<file path="src/rtl/qenc_pkg.sv">
package qenc_pkg;

    localparam logic [2:0] MODE_OFF    = 3'b000;
    localparam logic [2:0] MODE_X2_IDX = 3'b001;
    localparam logic [2:0] MODE_X2_PER = 3'b010;
    localparam logic [2:0] MODE_X4_IDX = 3'b101;
    localparam logic [2:0] MODE_X4_PER = 3'b110;

    typedef struct packed {
        logic       vel_off;
        logic [1:0] ratio;
        logic [2:0] mode;
    } ctrl_t;

    function automatic logic mode_active(input logic [2:0] m);
        return (m == MODE_X2_IDX) || (m == MODE_X2_PER) ||
               (m == MODE_X4_IDX) || (m == MODE_X4_PER);
    endfunction

    function automatic logic mode_x4(input logic [2:0] m);
        return (m == MODE_X4_IDX) || (m == MODE_X4_PER);
    endfunction

    function automatic logic mode_period(input logic [2:0] m);
        return (m == MODE_X2_PER) || (m == MODE_X4_PER);
    endfunction

endpackage

</file>
<file path="src/rtl/qenc_sync.sv">
module qenc_sync #(
    parameter int W      = 3,
    parameter int STAGES = 2
) (
    input  logic         clk,
    input  logic         rst_n,
    input  logic [W-1:0] din,
    output logic [W-1:0] dout
);
    logic [W-1:0] st_q [STAGES];

    always_ff @(posedge clk or negedge rst_n) begin
        if (!rst_n) begin
            for (int k = 0; k < STAGES; k++) st_q[k] <= '0;
        end else begin
            st_q[0] <= din;
            for (int k = 1; k < STAGES; k++) st_q[k] <= st_q[k-1];
        end
    end

    assign dout = st_q[STAGES-1];
endmodule

</file>
<file path="src/rtl/qenc_step.sv">
module qenc_step (
    input  logic clk,
    input  logic rst_n,
    input  logic a,
    input  logic b,
    input  logic ix,
    input  logic x4,
    output logic cnt_en,
    output logic cnt_up,
    output logic idx_rise
);
    typedef struct packed {
        logic a;
        logic b;
        logic ix;
    } prev_t;

    prev_t prev_d, prev_q;
    logic  chg_a, chg_b;

    always_comb begin
        prev_d   = '{a: a, b: b, ix: ix};
        chg_a    = a ^ prev_q.a;
        chg_b    = b ^ prev_q.b;
        // exactly one phase moved; in 2x rate it must be phase A
        cnt_en   = (chg_a ^ chg_b) && (chg_a || x4);
        cnt_up   = chg_a ? (a != prev_q.b) : (b == a);
        idx_rise = ix && !prev_q.ix;
    end

    always_ff @(posedge clk or negedge rst_n) begin
        if (!rst_n) prev_q <= '0;
        else        prev_q <= prev_d;
    end

    AST_BOTH_PHASES_IGNORED: assert property (@(posedge clk) disable iff (!rst_n)
        (chg_a && chg_b) |-> !cnt_en);
endmodule

</file>
<file path="src/rtl/qenc_vel.sv">
module qenc_vel #(
    parameter int RATIO_W = 2
) (
    input  logic               clk,
    input  logic               rst_n,
    input  logic               evt,
    input  logic               run,
    input  logic [RATIO_W-1:0] ratio,
    output logic               pulse
);
    localparam int DIV_W = 2 * ((1 << RATIO_W) - 1);

    typedef struct packed {
        logic [DIV_W-1:0]   cnt;
        logic [RATIO_W-1:0] last;
        logic               pls;
    } vel_t;

    vel_t             v_d, v_q;
    logic [DIV_W-1:0] lim;
    logic             clr;

    always_comb begin
        v_d      = v_q;
        v_d.pls  = 1'b0;
        v_d.last = ratio;
        lim      = DIV_W'((32'd1 << (32'(ratio) * 2)) - 32'd1);
        clr      = !run || (ratio != v_q.last);
        if (clr) begin
            v_d.cnt = '0;
        end else if (evt) begin
            if (v_q.cnt >= lim) begin
                v_d.cnt = '0;
                v_d.pls = 1'b1;
            end else begin
                v_d.cnt = v_q.cnt + 1'b1;
            end
        end
    end

    always_ff @(posedge clk or negedge rst_n) begin
        if (!rst_n) v_q <= '0;
        else        v_q <= v_d;
    end

    assign pulse = v_q.pls;

    AST_VEL_NEEDS_EDGE: assert property (@(posedge clk) disable iff (!rst_n)
        !evt |=> !pulse);
endmodule

</file>
<file path="src/rtl/qenc_pos_unit.sv">
module qenc_pos_unit #(
    parameter int POS_W  = 16,
    parameter int ADDR_W = 2,
    parameter int DATA_W = 16,
    parameter int SYNC_N = 2
) (
    input  logic              clk,
    input  logic              rst_n,
    input  logic              ph_a,
    input  logic              ph_b,
    input  logic              idx,
    input  logic              reg_wr,
    input  logic [ADDR_W-1:0] reg_addr,
    input  logic [DATA_W-1:0] reg_wdata,
    output logic [DATA_W-1:0] reg_rdata,
    output logic              vel_pulse
);
    import qenc_pkg::*;

    localparam logic [ADDR_W-1:0] A_CTRL = ADDR_W'(0);
    localparam logic [ADDR_W-1:0] A_POS  = ADDR_W'(1);
    localparam logic [ADDR_W-1:0] A_MAX  = ADDR_W'(2);
    localparam int                ERR_B  = $bits(ctrl_t);
    localparam int                DIR_B  = ERR_B + 1;

    typedef struct packed {
        ctrl_t            ctrl;
        logic             err;
        logic             dir;
        logic [POS_W-1:0] pos;
        logic [POS_W-1:0] maxc;
    } state_t;

    state_t           s_d, s_q;
    logic [2:0]       syn;
    logic             cnt_en, cnt_up, idx_rise;
    logic             active, period, step_en, idx_clr, err_set, err_clr;
    logic             wr_ctrl, wr_pos;
    logic [POS_W-1:0] top_val;

    qenc_sync #(.W(3), .STAGES(SYNC_N)) u_sync (
        .clk (clk), .rst_n (rst_n), .din ({idx, ph_b, ph_a}), .dout (syn)
    );

    qenc_step u_step (
        .clk (clk), .rst_n (rst_n), .a (syn[0]), .b (syn[1]), .ix (syn[2]),
        .x4 (mode_x4(s_q.ctrl.mode)), .cnt_en (cnt_en), .cnt_up (cnt_up),
        .idx_rise (idx_rise)
    );

    qenc_vel #(.RATIO_W(2)) u_vel (
        .clk (clk), .rst_n (rst_n), .evt (step_en),
        .run (active && !s_q.ctrl.vel_off), .ratio (s_q.ctrl.ratio),
        .pulse (vel_pulse)
    );

    always_comb begin
        s_d     = s_q;
        active  = mode_active(s_q.ctrl.mode);
        period  = mode_period(s_q.ctrl.mode);
        step_en = active && cnt_en;
        idx_clr = active && !period && idx_rise;
        top_val = period ? s_q.maxc : '1;
        wr_ctrl = reg_wr && (reg_addr == A_CTRL);
        wr_pos  = reg_wr && (reg_addr == A_POS);
        err_set = 1'b0;
        err_clr = wr_ctrl && !reg_wdata[ERR_B];

        if (step_en) begin
            s_d.dir = cnt_up;
            if (cnt_up) begin
                if (s_q.pos == top_val) begin
                    s_d.pos = '0;
                    err_set = 1'b1;
                end else begin
                    s_d.pos = s_q.pos + 1'b1;
                end
            end else begin
                if (s_q.pos == '0) begin
                    s_d.pos = top_val;
                    err_set = 1'b1;
                end else begin
                    s_d.pos = s_q.pos - 1'b1;
                end
            end
        end
        if (idx_clr) s_d.pos = '0;

        if (wr_ctrl) s_d.ctrl = ctrl_t'(reg_wdata[ERR_B-1:0]);
        if (wr_pos)  s_d.pos  = reg_wdata[POS_W-1:0];
        if (reg_wr && (reg_addr == A_MAX)) s_d.maxc = reg_wdata[POS_W-1:0];
        s_d.err = err_set || (s_q.err && !err_clr);
    end

    always_ff @(posedge clk or negedge rst_n) begin
        if (!rst_n) s_q <= '0;
        else        s_q <= s_d;
    end

    always_comb begin
        reg_rdata = '0;
        case (reg_addr)
            A_CTRL: begin
                reg_rdata[ERR_B-1:0] = s_q.ctrl;
                reg_rdata[ERR_B]     = s_q.err;
                reg_rdata[DIR_B]     = s_q.dir;
            end
            A_POS:   reg_rdata = DATA_W'(s_q.pos);
            A_MAX:   reg_rdata = DATA_W'(s_q.maxc);
            default: reg_rdata = '0;
        endcase
    end

    AST_OFF_FROZEN: assert property (@(posedge clk) disable iff (!rst_n)
        (!active && !wr_pos) |=> (s_q.pos == $past(s_q.pos)));
    AST_IDX_CLEARS: assert property (@(posedge clk) disable iff (!rst_n)
        (idx_clr && !wr_pos) |=> (s_q.pos == '0));
    AST_WRAP_FLAGS: assert property (@(posedge clk) disable iff (!rst_n)
        (step_en && cnt_up && (s_q.pos == top_val)) |=> s_q.err);
    AST_ERR_STICKY: assert property (@(posedge clk) disable iff (!rst_n)
        (s_q.err && !err_clr) |=> s_q.err);
endmodule

</file>
<file path="config.mk">
export PLATFORM = sky130hd
export DESIGN_NAME = qenc_pos_unit
export DESIGN_NICKNAME = d
export VERILOG_FILES = /design/src/rtl/qenc_pkg.sv /design/src/rtl/qenc_sync.sv /design/src/rtl/qenc_step.sv /design/src/rtl/qenc_vel.sv /design/src/rtl/qenc_pos_unit.sv
export SDC_FILE = /design/constraint.sdc
export NUM_CORES = 1
export LEC_CHECK = 0
export BUFFER_PORTS_ARGS = -buffer_cell sky130_fd_sc_hd__buf_4
export CORE_MARGIN = 3
export CORE_UTILIZATION = 61
export CTS_CLUSTER_SIZE = 12
export DETAILED_ROUTE_END_ITERATION = 10
export PLACE_DENSITY = 0.93
export SETUP_SLACK_MARGIN = 0.4
export SKIP_CTS_REPAIR_TIMING = 1
export SYNTH_ARGS = -nofsm -noshare
export SYNTH_HDL_FRONTEND = slang
export SYNTH_SLANG_ARGS = --single-unit
</file>
<file path="constraint.sdc">
create_clock -name clk -period 3.65 [get_ports clk]
set_input_delay 0.365 -clock clk [delete_from_list [all_inputs] [get_ports clk]]
set_output_delay 0.365 -clock clk [all_outputs]
set_load 0.01 [all_outputs]
</file>
## Word-level counts from Yosys, hierarchy flattened

Index checks and enable logic that the tools add are counted.

| word-level totals | value |
|---|---|
| register bits after elaboration | 58 |
| input port bits | 24 |
| logic and storage cells | 83 |

| cells by class | value |
|---|---|
| $add $sub $neg | 4 |
| magnitude comparators | 1 |
| equality and inequality tests | 10 |
| shift-type cells | 1 |
| muxes and demuxes | 20 |
| bitwise operators | 3 |
| reduce and logical (&&, ||, !) cells | 29 |

Operators by type and width:

| kind | number |
|---|---|
| $mux 16 | 7 |
| $pmux 8 s3 | 1 |
| $mux 6 | 3 |
| $add 16x1->16 const B | 1 |
| $eq 16x16->1 | 1 |
| $logic_not 16->1 | 1 |
| $pmux 8 s2 | 1 |
| $sub 16x1->16 const B | 1 |
| $logic_and 1x1->1 | 11 |
| $logic_or 1x1->1 | 8 |
| $mux 1 | 8 |
| $add 6x1->6 const B | 1 |
| $eq 3x3->1 const B | 2 |
| $ge 6x6->1 | 1 |
| $logic_not 1->1 | 6 |
| $shl 1x3->6 const A | 1 |
| $sub 6x1->6 const B | 1 |
| $eq 3x1->1 const B | 1 |
| $eq 3x2->1 const B | 1 |
| $reduce_bool 3->1 | 1 |
| $xor 1x1->1 | 3 |
| $eq 2x1->1 const B | 1 |
| $eq 2x2->1 const B | 1 |
| $logic_not 2->1 | 1 |
| 4 further kinds | 4 |

## Depth between registers and ports, before layout

Gate-level depths: netlist (run 1).

| depth | value |
|---|---|
| word-level depth | 9 |
| depth in mapped cells | 12 |
| gate-level depth less buffers | 8 |

## Hierarchy

Synthesis (run 1) repeated with hierarchy kept, for this count alone.

| second synthesis, totals | value |
|---|---|
| cells, all modules | 499 |
| area total of the unflattened synthesis | 4401.7 um^2 |

By module, submodules not included:

| module | instances | cells an instance | area an instance (um^2) |
|---|---|---|---|
| qenc_pos_unit | 1 | 416 | 3480.8 |
| qenc_vel | 1 | 61 | 606.8 |
| qenc_sync | 1 | 9 | 172.7 |
| qenc_step | 1 | 13 | 141.4 |

## Least setup slack after synthesis (run 1)

OpenSTA, ideal clock, no wires.

| timing path | value |
|---|---|
| kind | reg-to-reg |
| start | reg s_q[16] (netlist name) |
| end | reg s_q[28] (netlist name) |
| arrival | 2580 ps |
| path slack | 974 ps |
| stages on the path, launching flop included | 11 |
| buffers on the path | 2 |
| path through | dfrtp_1 > clkbuf_1 > inv_1 > ha_1 > or4b_4 > buf_6 > or3_4 > a211o_1 > a221oi_2 > a311oi_1 > o31ai_1 |

| between the ends | value |
|---|---|
| word-level cells in the longest chain between the ends | 6 |

RTL lines:

| element | line | RTL |
|---|---|---|
| start, declared | qenc_pos_unit.sv:34 | `state_t s_d, s_q;` |
| start signal, assigned | qenc_pos_unit.sv:96 | `if (!rst_n) s_q <= '0;` |
| start signal, assigned | qenc_pos_unit.sv:97 | `else s_q <= s_d;` |
| $sub 16x1->16, or another cell as far along | qenc_pos_unit.sv:83 | `s_d.pos = s_q.pos - 1'b1;` |
| $mux 16, on equally long branches | qenc_pos_unit.sv:79, qenc_pos_unit.sv:72 |  |
| $mux 16 (*) | qenc_pos_unit.sv:71 | `if (cnt_up) begin` |
| $mux 16 (*) | qenc_pos_unit.sv:69 | `if (step_en) begin` |
| $mux 16 (*) | qenc_pos_unit.sv:87 | `if (idx_clr) s_d.pos = '0;` |
| $mux 16 (*) | qenc_pos_unit.sv:90 | `if (wr_pos) s_d.pos = reg_wdata[POS_W-1:0];` |

Every way passes the cells marked *; elsewhere a longest branch is shown, timed or not. The select of a mux whose other input is x is not followed.
A chain may end at the register's enable or synchronous reset.

## Worst setup path in the final report (run 1)

| timing path | value |
|---|---|
| start | reg s_q[35] (netlist name) |
| end | reg s_q[18] (netlist name) |

| between the ends | value |
|---|---|
| word-level cells in the longest chain between the ends | 9 |

RTL lines:

| element | line | RTL |
|---|---|---|
| $eq 3x2->1 or $eq 3x3->1 (tied branches) | -- |  |
| $logic_or 1x1->1 | qenc_pkg.sv:25 | `return (m == MODE_X2_PER) \|\| (m == MODE_X4_PER);` |
| $mux 16 | qenc_pos_unit.sv:63 | `top_val = period ? s_q.maxc : '1;` |
| $eq 16x16->1 | qenc_pos_unit.sv:72 | `if (s_q.pos == top_val) begin` |
| $mux 16 | qenc_pos_unit.sv:72 |  |
| $mux 16 | qenc_pos_unit.sv:71 |  |
| $mux 16 | qenc_pos_unit.sv:69 |  |
| $mux 16 | qenc_pos_unit.sv:87 |  |
| $mux 16 | qenc_pos_unit.sv:90 |  |

Parallel ways exist; a longest one is shown, timed or not. The select of a mux whose other input is x is not followed.

==> results of run 1 <==
power groups by stage:
| stage | sequential (uW) | clock (uW) | combinational [uW] |
|---|---|---|---|
| after floorplan | 913 | 0 | 1110 |
| after global placement | 1120 | 0 | 1240 |
| after detailed placement | 1130 | 0 | 1270 |
| after CTS | 1110 | 580 | 1290 |
| after global routing | 1160 | 610 | 1420 |
| final | 1140 | 584 | 1320 |
final timing paths:
check                          startpoint              to  slack, ns  cells past startpoint
setup / recovery                  s_q[35]         s_q[18]       0.53                      6
min in group clk                      idx  u_sync.st_q[5]       0.12                      1
setup reg to reg                  s_q[35]         s_q[18]       0.53                      6
max in group asynchronous           rst_n         s_q[35]       3.06                      1
hold / removal                      rst_n         s_q[11]       0.06                      1
hold reg to reg            u_sync.st_q[3]  u_sync.dout[0]       0.35                      0
flip-flops by register name, indices dropped and copies added (netlist names):
name	count
u_sync.st_q	3
u_step.prev_q	3
u_vel.pulse	1
u_sync.dout	3
s_q	40
u_vel.v_q	8
worst max-delay path: cells and delay by family (launching register included):
kind / cells / cell delay (ns)
flip-flops: 1 / 0.61
AO/OA/AOI/OAI: 3 / 0.85
AND/OR/NAND/NOR: 3 / 1.50
kinds of logic after synthesis:
kind of cell / share of synthesized area [%]
fa+ha+maj: 3.91
mux: 5.78
xor+xnor: 6.06
simple gates: 25.4
flops: 32.4
buf+inv: 6.85
compound gates: 19.6
cells in the mapped netlist, drive strengths merged, types with 3 or more instances:
cell,instances,area share [%]
a211oi,7,1.2
a21oi,21,2.3
a221oi,6,1.3
a222oi,8,1.8
a22o,3,0.59
a22oi,8,1.3
a311oi,4,0.78
a31oi,8,1.1
a32oi,5,0.98
and2,6,0.87
and3,8,1.1
buf,7,1.3
clkbuf,36,4.6
dfrtp,58,32
ha,14,3.9
inv,11,0.92
mux2,23,5.8
nand2,46,3.9
nand2b,9,1.3
nand3,23,2.6
nand4,8,1.3
nor2,31,2.6
nor2b,9,1.3
nor3,17,1.9
nor4,14,2.0
nor4b,10,2.0
o211a,3,0.67
o211ai,6,1.0
o21ai,14,1.6
o22ai,5,0.70
o311ai,3,0.59
o31ai,4,0.67
or2,5,0.70
or3,5,0.81
or4,5,0.92
or4b,3,0.75
xnor2,22,4.3
xor2,9,1.8
per-stage QoR:
stage,util (%),hold slack [ns]
2_1_floorplan,-,0.0694
3_3_place_gp,68.5,0.333
3_5_place_dp,68.5,0.338
4_1_cts,71.1,0.110
5_1_grt,71.1,0.119
6_report,71.1,0.0642
per-layer routing:
metal,track usage (%),vias to the layer above,wire length [um]
met5,0,-,0
met2,52.2,386,6530
li1,-,1961,-
met3,8.70,85,1880
met1,46.5,2136,5560
met4,20.2,0,809
layout make-up:
type	count	area, sq um
Clock buffer	10	128
Clock inverter	5	56.3
Fill cell	528	2010
Inverter	11	41.3
Multi-Input combinational cell	394	2720
Sequential cell	58	1450
Tap cell	96	120
Timing Repair Buffer	56	420
==> summary.md, run 1 <==
| Metric | Value |
|---|---|
| Peak VDD IR | 346 uV |
| # clock sinks | 58 |
| # DRC | 0 |
| CP Launch Type | register |
| Area growth syn-to-layout | 10.3% |
| Sw Ratio | 44.8% |
| Die span in y | 91.7 um |
| Crit-path cells | nand2b_1 > or4_1 > a32oi_1 > nand4_2 > a311oi_1 > a211oi_1 |
| Slew Limit Fails | 0 |
| Initial Utilization | 64.5% |
| Clk_lat worst skew | 0.36 ns |
| Post-Place Setup Slack | 0.679 ns |
| Hold Vio Cnt, Final | 0 |
| Initial DRC count | 554 |
| Post-Syn Nets | 544 |
| Total power | 3050 uW |
| Seq/Total Area, Yosys | 32.4% |
| Final std cell area, no fill | 0.00494 sq mm |
| Crit end category | register |
| WS Path Type | register to register |
| Full die area | 0.00841 sq mm |
| Die Wd | 91.7 um |
| Max Freq | 320 MHz |
| IO Port Bufs | 40 |
| Largest net degree at the start of global routing | 59 |
| Layout cell share with drive strength beyond 1 | 20.6% |
| TritonCTS Buffers | 9 |
| Grt total ovfl | 0 |
| Max stage delay on crit path | 0.61 ns |
| Ys flop type | dfrtp_1 |
| RePlAce Congestion | 0.945 |
| Ant diodes | 0 |
| Hold crit path type | primary input to async pin |
| #FFs+latches synth | 58 |
| Total Routing Usage GR | 35.1% |
| Tmin final | 3.12 ns |
| Status | completed |
| Drt first pass iters | 6 |
| Internal Power | 1680 uW |
| Total detailed-routing wirelength | 14.8 mm |
| Via count | 4568 |
| Number of synthesized flops with an enable pin | 0 |
| Cells after synthesis | 506 |
| Netlist Area Pre-Place | 0.00448 sq mm |
| Relative slew slack | 33.9% |
| Ys Warns | 0 |
| P_sw | 1360 uW |
| Synth cell types | 67 |
| Layout Cells excl Fill | 630 |
| H-tree Lvls | 3 |
| Least-Margin Pin Slew | 0.985 ns |
| CTS tree | done |
| Unrepaired setup endpoints after global routing | false |
| Worst Setup Slack, final | 0.529 ns |
| Most frequent cells in the layout | 58 x dfrtp_1, 56 x buf_4, 46 x nand2_1, 31 x nor2_1 |
| CP Data Arrival Time | 3.31 ns |
| Final ANT Viol Nets | 0 |
| Post-Route Setup TNS | 0 ns |
| Worst Path Max Fanout | 16 |
| Dpl cells | 615 |
| Final period utilization | 85.5% |
| Global-route wire length before repair | 23.0 mm |
| Leak Pwr | 0.00202 uW |
| # rows | 30 |
| Core area | 0.00694 sq mm |
| Post-synth ARST share | 100% |
| Ports | 41 |
| Nets | 568 |
| # Max-Cap Violations | 0 |
| Crit path max-delay cell type | dfrtp_1 |
| Comb power frac | 43.5% |
| Vias in the first global route | 4280 |
| Pwr per Cell Area | 617 mW/mm^2 |
| Placed instance area | 0.00475 sq mm |
| Req. time, crit path | 3.84 ns |
| Initial antenna violation count | 0 |
| Syn Area/Cell | 8.85 sq um |
| Reg power frac | 37.3% |
| DP HPWL | 10.4 mm |
| Clock Power Share | 19.2% |
| Worst-path clk slew | 0.07 ns |
| Commonest non-fill, non-tap cell in the layout | dfrtp_1 |
| Vias per Instance | 7.25 |
| Final setup vio count | 0 |
| DR WL/cell | 23.5 um |
| Clk buf depth | 2 |
| Root Buffer Master | clkbuf_8 |
| Layout Skew | 0.0167 ns |
No activity file was read; power rests on OpenSTA's default activity.
==> run 2, diff against run 1 <==
--- a/config.mk
+++ b/config.mk
@@ -7,10 +7,11 @@
 export LEC_CHECK = 0
 export BUFFER_PORTS_ARGS = -buffer_cell sky130_fd_sc_hd__buf_4
 export CORE_MARGIN = 3
-export CORE_UTILIZATION = 61
+export CORE_UTILIZATION = 62
+export CTS_BUF_LIST = sky130_fd_sc_hd__clkbuf_2 sky130_fd_sc_hd__clkbuf_4 sky130_fd_sc_hd__clkbuf_8
 export CTS_CLUSTER_SIZE = 12
 export DETAILED_ROUTE_END_ITERATION = 10
-export PLACE_DENSITY = 0.93
+export PLACE_DENSITY = 0.94
 export SETUP_SLACK_MARGIN = 0.4
 export SKIP_CTS_REPAIR_TIMING = 1
 export SYNTH_ARGS = -nofsm -noshare
==> run 2 against run 1 <==
Net effect: cell count fell by 0.63%; clock skew decreased by 0.00067 ns; first-iteration DRC count up 4.7%; count of clock-buffer cells in the layout increased by 2; worst setup slack better by 0.22 ns; non-clock buffer count is 5 lower; cell area rose by 0.61%; total power increased by 3.3%; critical path type unchanged.
==> summary.md, run 2 (same netlist as run 1, synthesis figures left out) <==
| Metric | Value |
|---|---|
| Global-route wire length before repair | 22.2 mm (was 23.0 mm) |
| Placed instance area | 0.00472 sq mm (was 0.00475 sq mm) |
| Clk buf depth | 2 (unchanged) |
| Status | completed (unchanged) |
| Clock Power Share | 24.3% (was 19.2%) |
| Most frequent cells in the layout | 58 x dfrtp_1, 51 x buf_4, 46 x nand2_1, 31 x nor2_1 (was 58 x dfrtp_1, 56 x buf_4, 46 x nand2_1, 31 x nor2_1) |
| Internal Power | 1830 uW (was 1680 uW) |
| Final std cell area, no fill | 0.00497 sq mm (was 0.00494 sq mm) |
| Top Registers | s_q: 40 flops, u_vel.v_q: 8 flops (unchanged) |
| Sw Ratio | 41.9% (was 44.8%) |
| Vias per Instance | 7.07 (was 7.25) |
| CP Data Arrival Time | 3.12 ns (was 3.31 ns) |
| CP Launch Type | register (unchanged) |
| Number of flip-flops in the largest register | 40 (unchanged) |
| Unrepaired setup endpoints after global routing | false (unchanged) |
| Via count | 4423 (was 4568) |
| Total Routing Usage GR | 33.8% (was 35.1%) |
| H-tree Lvls | 3 (unchanged) |
| Layout cell share with drive strength beyond 1 | 20.2% (was 20.6%) |
| Initial DRC count | 580 (was 554) |
| Final setup vio count | 0 (unchanged) |
| Slew Limit Fails | 0 (unchanged) |
| Root Buffer Master | clkbuf_8 (unchanged) |
| Relative slew slack | 32.3% (was 33.9%) |
| Pwr per Cell Area | 633 mW/mm^2 (was 617 mW/mm^2) |
| DP HPWL | 9.58 mm (was 10.4 mm) |
| Vias in the first global route | 4223 (was 4280) |
| DR WL/cell | 22.1 um (was 23.5 um) |
| Layout Skew | 0.0160 ns (was 0.0167 ns) |
| IO Port Bufs | 40 (unchanged) |
| Clk_lat worst skew | 0.34 ns (was 0.36 ns) |
| WP buf/inv | 0 (unchanged) |
| Worst-path clk slew | 0.08 ns (was 0.07 ns) |
| # fillers | 531 (was 528) |
| Hold crit path type | primary input to async pin (unchanged) |
| Final period utilization | 79.4% (was 85.5%) |
| # rows | 30 (unchanged) |
| Crit-path cells | nor3_1 > and4b_1 > nand2_1 > o311ai_0 > a32oi_1 > a2bb2oi_1 (was nand2b_1 > or4_1 > a32oi_1 > nand4_2 > a311oi_1 > a211oi_1) |
| Worst Path Max Fanout | 18 (was 16) |
| Area growth syn-to-layout | 10.9% (was 10.3%) |
| P_sw | 1320 uW (was 1360 uW) |
| Full die area | 0.00828 sq mm (was 0.00841 sq mm) |
| Initial Utilization | 64.8% (was 64.5%) |
| # Max-Cap Violations | 0 (unchanged) |
| Ant diodes | 0 (unchanged) |
| Commonest non-fill, non-tap cell in the layout | dfrtp_1 (unchanged) |
| Ports | 41 (unchanged) |
| # DRC | 0 (unchanged) |
| Tmin final | 2.90 ns (was 3.12 ns) |
| Final ANT Viol Nets | 0 (unchanged) |
| Comb power frac | 38.5% (was 43.5%) |
| Die Wd | 91.0 um (was 91.7 um) |
| Max Freq | 345 MHz (was 320 MHz) |
| Crit path max-delay cell type | o311ai_0 (was dfrtp_1) |
| Post-Route Setup TNS | 0 ns (unchanged) |
| CTS tree | done (unchanged) |
| Leak Pwr | 0.00203 uW (was 0.00202 uW) |
| Core area | 0.00691 sq mm (was 0.00694 sq mm) |
| Largest net degree at the start of global routing | 59 (unchanged) |
| Nets | 563 (was 568) |
| Drt first pass iters | 6 (unchanged) |
| Reg power frac | 37.2% (was 37.3%) |
| Final core utilization | 71.9% (was 71.1%) |
| Crit end category | register (unchanged) |
| Peak VDD IR | 347 uV (was 346 uV) |
| Total detailed-routing wirelength | 13.8 mm (was 14.8 mm) |
| TritonCTS Buffers | 9 (unchanged) |
| CP delay by family, top | simple AND/OR/NAND/NOR gates (unchanged) |
| Max stage delay on crit path | 0.60 ns (was 0.61 ns) |
| # clock sinks | 58 (unchanged) |
| Hold Vio Cnt, Final | 0 (unchanged) |
| Least-Margin Pin Slew | 1.01 ns (was 0.985 ns) |
| Req. time, crit path | 3.87 ns (was 3.84 ns) |
| Grt total ovfl | 0 (unchanged) |
| WS Path Type | register to register (unchanged) |
| Die span in y | 91.0 um (was 91.7 um) |
| Most flops, register | s_q (unchanged) |
| RePlAce Congestion | 1.01 (was 0.945) |
| Initial antenna violation count | 0 (unchanged) |
[run 2: worst register-to-register path: cells and delay by family, from the launching register on]
kind | cells | cell delay, ns
compound gates | 3 | 0.95
simple gates | 3 | 1.30
flops | 1 | 0.53
[run 2: area by class of cell]
type	instances	area, sq um	area share [%]
clock inverter	4	98.8	1.99
inverter	11	41.3	0.831
multi-input combinational	394	2720	54.8
clock buffer	12	153	3.07
tap	96	120	2.42
timing repair buffer	51	383	7.71
sequential	58	1450	29.2
[run 2: worst paths after layout]
kind / from / to / slack [ns] / cells past startpoint
max: s_q[23] / s_q[23] / 0.75 / 6
min in group clk: ph_a / u_sync.st_q[3] / 0.14 / 1
max reg2reg: s_q[23] / s_q[23] / 0.75 / 6
max in group asynchronous: rst_n / u_step.prev_q[1] / 3.07 / 1
min reg2reg: u_sync.st_q[5] / u_sync.dout[2] / 0.36 / 0
min: rst_n / s_q[1] / 0.08 / 1
[run 2: layer usage]
metal / GRT usage [%] / part of all wire, % / vias up
li1: - / - / 1951
met5: 0 / 0 / -
met2: 52.2 / 46 / 306
met3: 8.70 / 10 / 43
met1: 45.2 / 41 / 2123
met4: 13.4 / 2.9 / 0
[run 2: metrics by stage]
stage | setup WS [ns] | std cells | hold WS [ns] | total power, uW
2_1_floorplan | 0.974 | 506 | 0.0694 | 2030
3_3_place_gp | 0.888 | 610 | 0.333 | 2300
3_5_place_dp | 0.876 | 610 | 0.348 | 2340
4_1_cts | 0.844 | 626 | 0.121 | 3100
5_1_grt | 0.502 | 626 | 0.127 | 3310
6_report | 0.753 | 626 | 0.0816 | 3150
[run 2: power groups by stage]
stage | combinational (uW) | clock [uW] | sequential (uW)
6_report | 1210 | 764 | 1170
5_1_grt | 1320 | 795 | 1190
4_1_cts | 1190 | 763 | 1150
3_5_place_dp | 1180 | 0 | 1160
3_3_place_gp | 1150 | 0 | 1140
2_1_floorplan | 1110 | 0 | 913
